File: config.mk
export PLATFORM = sky130hd
export DESIGN_NAME = ssu_clk_sel
export DESIGN_NICKNAME = d
export VERILOG_FILES = /design/src/rtl/ssu_pkg.sv /design/src/rtl/ssu_edge_sync.sv /design/src/rtl/ssu_clk_route.sv /design/src/rtl/ssu_shift_reg.sv /design/src/rtl/ssu_xfer_cnt.sv /design/src/rtl/ssu_clk_sel.sv
export SDC_FILE = /design/constraint.sdc
export NUM_CORES = 1
export LEC_CHECK = 0
export ABC_AREA = 0
export BUFFER_PORTS_ARGS = -buffer_cell sky130_fd_sc_hd__buf_4
export CAP_MARGIN = 20
export CORE_ASPECT_RATIO = 0.75
export CORE_UTILIZATION = 48
export DETAILED_ROUTE_END_ITERATION = 8
export PLACE_DENSITY = 0.76
export SLEW_MARGIN = 20
export SYNTH_ARGS = -nofsm -noshare
export SYNTH_HDL_FRONTEND = slang
export SYNTH_SLANG_ARGS = --single-unit
File: constraint.sdc
create_clock -name clk_i -period 2 [get_ports clk_i]
set_input_delay 0.2 -clock clk_i [delete_from_list [all_inputs] [get_ports clk_i]]
set_output_delay 0.2 -clock clk_i [all_outputs]
set_load 0.005 [all_outputs]
File: src/rtl/ssu_pkg.sv
package ssu_pkg;
  typedef enum logic [1:0] {
    SRC_NONE    = 2'b00,
    SRC_TMR     = 2'b01,
    SRC_EXT_POS = 2'b10,
    SRC_EXT_NEG = 2'b11
  } src_e;

  typedef struct packed {
    logic shift;
    logic count;
    logic latch;
  } clk_route_t;
endpackage

File: src/rtl/ssu_edge_sync.sv
module ssu_edge_sync #(
  parameter int STAGES = 2
) (
  input  logic clk_i,
  input  logic rst_ni,
  input  logic async_i,
  output logic rise_o,
  output logic fall_o
);
  // STAGES sync flops plus one history flop
  logic [STAGES:0] sh_q;

  always_ff @(posedge clk_i or negedge rst_ni) begin
    if (!rst_ni) sh_q <= '0;
    else         sh_q <= {sh_q[STAGES-1:0], async_i};
  end

  assign rise_o = sh_q[STAGES-1] & ~sh_q[STAGES];
  assign fall_o = ~sh_q[STAGES-1] & sh_q[STAGES];
endmodule

File: src/rtl/ssu_clk_route.sv
module ssu_clk_route
  import ssu_pkg::*;
(
  input  src_e       src_i,
  input  logic       csel_i,
  input  logic       strobe_i,
  input  logic       tick_i,
  input  logic       tmr_i,
  input  logic       rise_i,
  input  logic       fall_i,
  output clk_route_t route_o
);
  always_comb begin
    route_o = '0;
    unique case (src_i)
      SRC_NONE: begin
        route_o.shift = strobe_i;
        route_o.count = strobe_i;
      end
      SRC_TMR: begin
        route_o.shift = tmr_i;
        route_o.count = tmr_i;
      end
      SRC_EXT_POS: begin
        route_o.shift = rise_i;
        route_o.latch = fall_i;
        route_o.count = csel_i ? tick_i : (rise_i | fall_i);
      end
      default: begin
        route_o.shift = fall_i;
        route_o.latch = rise_i;
        route_o.count = csel_i ? tick_i : (rise_i | fall_i);
      end
    endcase
  end
endmodule

File: src/rtl/ssu_shift_reg.sv
module ssu_shift_reg #(
  parameter int WIDTH = 8
) (
  input  logic             clk_i,
  input  logic             rst_ni,
  input  logic             load_i,
  input  logic [WIDTH-1:0] load_data_i,
  input  logic             shift_i,
  input  logic             din_i,
  input  logic             latch_i,
  input  logic             ext_i,
  output logic [WIDTH-1:0] q_o,
  output logic             dout_o
);
  logic [WIDTH-1:0] sr_q;
  logic             dout_q;

  always_ff @(posedge clk_i or negedge rst_ni) begin
    if (!rst_ni) begin
      sr_q   <= '0;
      dout_q <= 1'b0;
    end else begin
      if (load_i)       sr_q <= load_data_i;
      else if (shift_i) sr_q <= {sr_q[WIDTH-2:0], din_i};
      if (latch_i)      dout_q <= sr_q[WIDTH-1];
    end
  end

  assign q_o    = sr_q;
  assign dout_o = ext_i ? dout_q : sr_q[WIDTH-1];
endmodule

File: src/rtl/ssu_xfer_cnt.sv
module ssu_xfer_cnt #(
  parameter int WIDTH = 4
) (
  input  logic             clk_i,
  input  logic             rst_ni,
  input  logic             load_i,
  input  logic [WIDTH-1:0] load_data_i,
  input  logic             inc_i,
  input  logic             clr_i,
  output logic [WIDTH-1:0] cnt_o,
  output logic             ovf_o
);
  logic [WIDTH-1:0] cnt_q;
  logic             ovf_q;
  logic             wrap;

  assign wrap = inc_i & ~load_i & (&cnt_q);

  always_ff @(posedge clk_i or negedge rst_ni) begin
    if (!rst_ni) begin
      cnt_q <= '0;
      ovf_q <= 1'b0;
    end else begin
      if (load_i)     cnt_q <= load_data_i;
      else if (inc_i) cnt_q <= cnt_q + 1'b1;
      // set wins over clear
      if (wrap)       ovf_q <= 1'b1;
      else if (clr_i) ovf_q <= 1'b0;
    end
  end

  assign cnt_o = cnt_q;
  assign ovf_o = ovf_q;
endmodule

File: src/rtl/ssu_clk_sel.sv
module ssu_clk_sel
  import ssu_pkg::*;
#(
  parameter int DATA_W      = 8,
  parameter int CNT_W       = 4,
  parameter int SYNC_STAGES = 2
) (
  input  logic              clk_i,
  input  logic              rst_ni,
  input  logic              ctrl_wr_i,
  input  logic [3:0]        ctrl_wdata_i,
  output logic [3:0]        ctrl_rdata_o,
  input  logic              tmr_ovf_i,
  input  logic              sck_i,
  output logic              sck_o,
  input  logic              din_i,
  output logic              dout_o,
  input  logic              sr_wr_i,
  input  logic [DATA_W-1:0] sr_wdata_i,
  output logic [DATA_W-1:0] sr_rdata_o,
  input  logic              cnt_wr_i,
  input  logic [CNT_W-1:0]  cnt_wdata_i,
  output logic [CNT_W-1:0]  cnt_o,
  input  logic              ovf_clr_i,
  output logic              ovf_o
);
  localparam int SEL_HI = 3;
  localparam int SEL_LO = 2;
  localparam int BIT_SC = 1;
  localparam int BIT_TG = 0;

  src_e       src_q, src_eff;
  logic       csel_q, csel_eff;
  logic       sck_q, din_q;
  logic       sw_strobe, sw_tick;
  logic       ext_rise, ext_fall;
  clk_route_t route;

  // a write applies its own selection in the same cycle
  always_comb begin
    src_eff   = ctrl_wr_i ? src_e'(ctrl_wdata_i[SEL_HI:SEL_LO]) : src_q;
    csel_eff  = ctrl_wr_i ? ctrl_wdata_i[BIT_SC] : csel_q;
    sw_strobe = ctrl_wr_i & ctrl_wdata_i[BIT_SC];
    sw_tick   = ctrl_wr_i & ctrl_wdata_i[BIT_TG];
  end

  always_ff @(posedge clk_i or negedge rst_ni) begin
    if (!rst_ni) begin
      src_q  <= SRC_NONE;
      csel_q <= 1'b0;
      sck_q  <= 1'b0;
      din_q  <= 1'b0;
    end else begin
      if (ctrl_wr_i) begin
        src_q  <= src_e'(ctrl_wdata_i[SEL_HI:SEL_LO]);
        csel_q <= ctrl_wdata_i[BIT_SC];
      end
      if (sw_tick) sck_q <= ~sck_q;
      din_q <= din_i;
    end
  end

  ssu_edge_sync #(.STAGES(SYNC_STAGES)) u_sync (
    .clk_i  (clk_i),
    .rst_ni (rst_ni),
    .async_i(sck_i),
    .rise_o (ext_rise),
    .fall_o (ext_fall)
  );

  ssu_clk_route u_route (
    .src_i   (src_eff),
    .csel_i  (csel_eff),
    .strobe_i(sw_strobe),
    .tick_i  (sw_tick),
    .tmr_i   (tmr_ovf_i),
    .rise_i  (ext_rise),
    .fall_i  (ext_fall),
    .route_o (route)
  );

  ssu_shift_reg #(.WIDTH(DATA_W)) u_sr (
    .clk_i      (clk_i),
    .rst_ni     (rst_ni),
    .load_i     (sr_wr_i),
    .load_data_i(sr_wdata_i),
    .shift_i    (route.shift),
    .din_i      (din_q),
    .latch_i    (route.latch),
    .ext_i      (src_q[1]),
    .q_o        (sr_rdata_o),
    .dout_o     (dout_o)
  );

  ssu_xfer_cnt #(.WIDTH(CNT_W)) u_cnt (
    .clk_i      (clk_i),
    .rst_ni     (rst_ni),
    .load_i     (cnt_wr_i),
    .load_data_i(cnt_wdata_i),
    .inc_i      (route.count),
    .clr_i      (ovf_clr_i),
    .cnt_o      (cnt_o),
    .ovf_o      (ovf_o)
  );

  assign ctrl_rdata_o = {src_q, 2'b00};
  assign sck_o        = sck_q;
endmodule

==> metrics.yaml <==
run_status:
  status: "complete, no violations"
critical_path:
  cpMaxStageDelayCell: "sky130_fd_sc_hd__o21bai_1"
  path_delay_family: "compound AO/OA/AOI/OAI gates"
  timing.critical_path.cells: "inv_1 -> ha_1 -> o21bai_1 -> nand3_1 -> a221o_1"
  largest_incremental_delay_on_the_critical_path_ns: 0.43
  timing.rr.end: "u_cnt.cnt_o[0]"
  worstRegToRegCells: 5
  worstPathBufferInverterCount: 1
  start_of_the_worst_register_to_register_path: "u_sync.sh_q[1]"
  worst-setup-path-type: "reg2reg"
  worst-endpoint-arrival_ns: 2.03
  worst-r2r-setup-slack_ns: 0.18
  worst_setup_path_end_kind: "flip-flop"
  worst-path-stages: 5
  critical_path.startpoint: "u_sync.sh_q[1]"
  critical_path.endpoint: "u_cnt.cnt_o[0]"
  cp-start-kind: "flip-flop"
  critPathRequiredTime_ns: 2.21
  critical_path.max_fanout: 7
synthesis:
  number_of_warning_messages_in_the_yosys_log: 0
  total_of_flip_flops_plus_latches_after_synthesis: 22
  seq_area_frac_synth: 0.453
  synth_cell_types: 34
  syn_area_per_cell_um2: 11.9
  number_of_standard_cells_after_synthesis: 102
  post_synth_instance_area_um2: 1220
global_routing:
  pin_count_of_the_biggest_net_entering_global_routing: 23
  global_route_track_usage_on_met2: 0.323
  vias_in_the_first_global_route: 835
  gr-total-overflow: 0
  grt_util_met1: 0.266
  grt-busiest-layer: "met2"
  grt_antenna_before_repair: 0
  groute.usage.overall: 0.200
  grt_use_met3: 0.0597
  grt_first_pass_wirelength_um: 3870
power:
  power_leakage_uw: 0.000757
  power_frac_comb: 0.303
  seq_power_share: 0.445
  totalPowerFinal_uw: 1340
  power_density_nw_per_um2: 834
  power.ir.vdd_worst_uv: 476
  internal_power_uw: 989
  net_switching_power_of_the_design_uw: 355
  netSwitchingFraction: 0.264
  power.share.clock: 0.251
routing:
  drt_wl_total_um: 2480
  via_per_instance_ratio: 5.17
  wl_per_cell_um: 13.8
  detail_route.drc_violations: 0
  num_vias: 925
  drt_iter0_drc: 33
  ant_nets: 0
  drt_first_pass_iters: 4
floorplanning:
  core_box_area_um2: 2350
  die_width_um: 60.1
  floorplan.io_pins: 44
  floorplan.die.height_um: 45.6
  count_of_standard_cell_rows: 15
  initial_core_utilization: 0.518
  die-area_um2: 2740
layout:
  fin_area_um2: 1610
  finish.utilization: 0.686
  num_antenna_cells: 0
  area_grow_syn2layout_pct: 32.4
  drive_gt1_frac: 0.469
  layout.filler_cells: 182
  nets: 174
  count_of_placed_standard_cells_in_the_final_layout_fillers_left_out: 179
  multiInputGateArea_um2: 593
  layout.area.seq_um2: 551
timing:
  timing.final.hold_violations: 0
  layout_min_cycle_time_ns: 1.82
  timing.clock.skew_ns: 0.00764
  max_clock_freq_mhz: 549
  slew-limit-headroom: 0.664
  setup-violations-final: 0
  period_share: 0.911
  final.setup.tns_ns: 0
  slew_viol_final: 0
  tightestPinTransition_ns: 0.503
  rsz_0062_raised_after_global_routing: "no"
job:
  maxCapViolations: 0
placement:
  cell_count_after_placement: 172
  post_dp_cell_area_um2: 1530
  dpl.hpwl_um: 1900
  buffer_ports.inserted: 41
  gp_routability_congestion: 0.736
clock_tree:
  cts_htree_levels: 1
  path_clk_slew_ns: 0.13
  cts.sinks: 22
  root_buffer: "sky130_fd_sc_hd__clkbuf_4"
  clockBufferDepth: 2
  worstSkewPairLatency_ns: 0.31
  cts_made_buffers: 3
  quantity_of_gates_resized_following_cts: 0
  tritoncts: "yes"
min_path:
  hp-class: "in2reg"
cell usage in the layout, fill, tap and decap left out, drive strengths merged, types with 2 or more instances in the layout:
cell type,count
buf,41
dfrtp,22
mux2,19
inv,9
mux2i,5
nand2b,4
nand3,4
nor2,4
nand2,3
ha,3
clkbuf,3
dlygate4sd3,3
a311o,2
nand4,2
nor3,2
conb,2
flip-flops by register name (all words and copies together), names as in the netlist:
name and count:
sck_o 1, u_cnt.ovf_o 1, src_q 2, u_sr.dout_q 1, u_sr.q_o 8, din_q 1, u_cnt.cnt_o 4, csel_q 1
u_sync.sh_q 3
stage by stage:
step           worst slack [ns]  hold WS [ns]
5_1_grt                  0.0876        0.0471
3_5_place_dp              0.211         0.110
4_1_cts                   0.183        0.0672
2_1_floorplan             0.417       -0.0956
6_report                  0.179        0.0861
3_3_place_gp              0.320         0.103
worst reg2reg max path: stages, from the launching register on:
cell and delay (ns):
sky130_fd_sc_hd__dfrtp_1 0.39, sky130_fd_sc_hd__inv_1 0.05, sky130_fd_sc_hd__ha_1 0.31, sky130_fd_sc_hd__o21bai_1 0.43, sky130_fd_sc_hd__nand3_1 0.23, sky130_fd_sc_hd__a221o_1 0.33
power groups by stage:
stage / Combinational, uW / Sequential [uW] / Clock [uW]
after global routing: 445 / 613 / 370
after CTS: 413 / 600 / 351
after global placement: 397 / 602 / 0
after floorplan: 210 / 602 / 0
final: 407 / 598 / 338
after detailed placement: 406 / 609 / 0
worst min path at each step:
stage	startpoint	slack [ns]	to	cells after the start
after CTS	ovf_clr_i	0.07	u_cnt.ovf_o	2
after detailed placement	rst_ni	0.11	u_sr.q_o[4]	1
after floorplan	rst_ni	-0.1	csel_q	0
final	ovf_clr_i	0.09	u_cnt.ovf_o	2
after global placement	rst_ni	0.10	u_sr.q_o[4]	1
after global routing	ovf_clr_i	0.05	u_cnt.ovf_o	2
logic make-up (layout without fill, tap and decap cells):
| kind of cell | count (synthesis) | in the layout | synth area share |
|---|---|---|---|
| adders and majority gates | 3 | 3 | 0.0309 |
| xor gates and xnor gates | 1 | 1 | 0.00720 |
| AOI/OAI and AO/OA | 13 | 13 | 0.112 |
| muxes | 24 | 24 | 0.227 |
| and+or+nand+nor | 23 | 23 | 0.104 |
| buffers and inverters | 15 | 57 | 0.0627 |
| other | 1 | 2 | 0.00308 |
| DFF | 22 | 22 | 0.453 |
cell usage after synthesis:
master	instances	area [um^2]
sky130_fd_sc_hd__a211oi_1	1	7.51
sky130_fd_sc_hd__a21o_1	1	7.51
sky130_fd_sc_hd__a21oi_1	1	5.00
sky130_fd_sc_hd__a221o_1	1	10.0
sky130_fd_sc_hd__a22o_1	1	8.76
sky130_fd_sc_hd__a2bb2oi_4	1	26.3
sky130_fd_sc_hd__a311o_1	2	20.0
sky130_fd_sc_hd__a311oi_1	1	8.76
sky130_fd_sc_hd__a31oi_4	1	21.3
sky130_fd_sc_hd__and4_2	1	10.0
sky130_fd_sc_hd__buf_2	1	5.00
sky130_fd_sc_hd__buf_4	3	22.5
sky130_fd_sc_hd__buf_6	1	11.3
sky130_fd_sc_hd__clkbuf_1	1	3.75
sky130_fd_sc_hd__conb_1	1	3.75
sky130_fd_sc_hd__dfrtp_1	22	551
sky130_fd_sc_hd__ha_1	3	37.5
sky130_fd_sc_hd__inv_1	9	33.8
sky130_fd_sc_hd__mux2_2	19	214
sky130_fd_sc_hd__mux2i_1	4	40.0
sky130_fd_sc_hd__mux2i_4	1	22.5
sky130_fd_sc_hd__nand2_1	3	11.3
sky130_fd_sc_hd__nand2b_1	4	25.0
sky130_fd_sc_hd__nand3_1	4	20.0
sky130_fd_sc_hd__nand4_1	2	12.5
sky130_fd_sc_hd__nor2_1	4	15.0
sky130_fd_sc_hd__nor2b_1	1	6.26
sky130_fd_sc_hd__nor3_1	2	10.0
sky130_fd_sc_hd__nor3b_1	1	7.51
sky130_fd_sc_hd__o211ai_1	1	7.51
sky130_fd_sc_hd__o21bai_1	1	7.51
sky130_fd_sc_hd__o22ai_1	1	6.26
sky130_fd_sc_hd__or3b_1	1	8.76
sky130_fd_sc_hd__xnor2_1	1	8.76
cell type report:
cell class              count  area share
inverters                   9      0.0210
multi-input cells          66       0.368
well taps                  34      0.0264
repair buffers             44       0.210
clock buffers               3      0.0140
flip-flops and latches     22       0.342
clock inverters             1      0.0186
metal layers:
metal	up-vias	routed length [um]
li1	446	-
met4	0	14
met3	2	96
met1	451	1160
met2	26	1210
met5	-	0
repair_timing:
item	4_1_cts	5_1_grt
hold buffers	3	0
setup endpoints to repair	0	0
setup buffers	0	0
hold endpoints to repair	24	0
No activity file was read; power rests on OpenSTA's default activity.
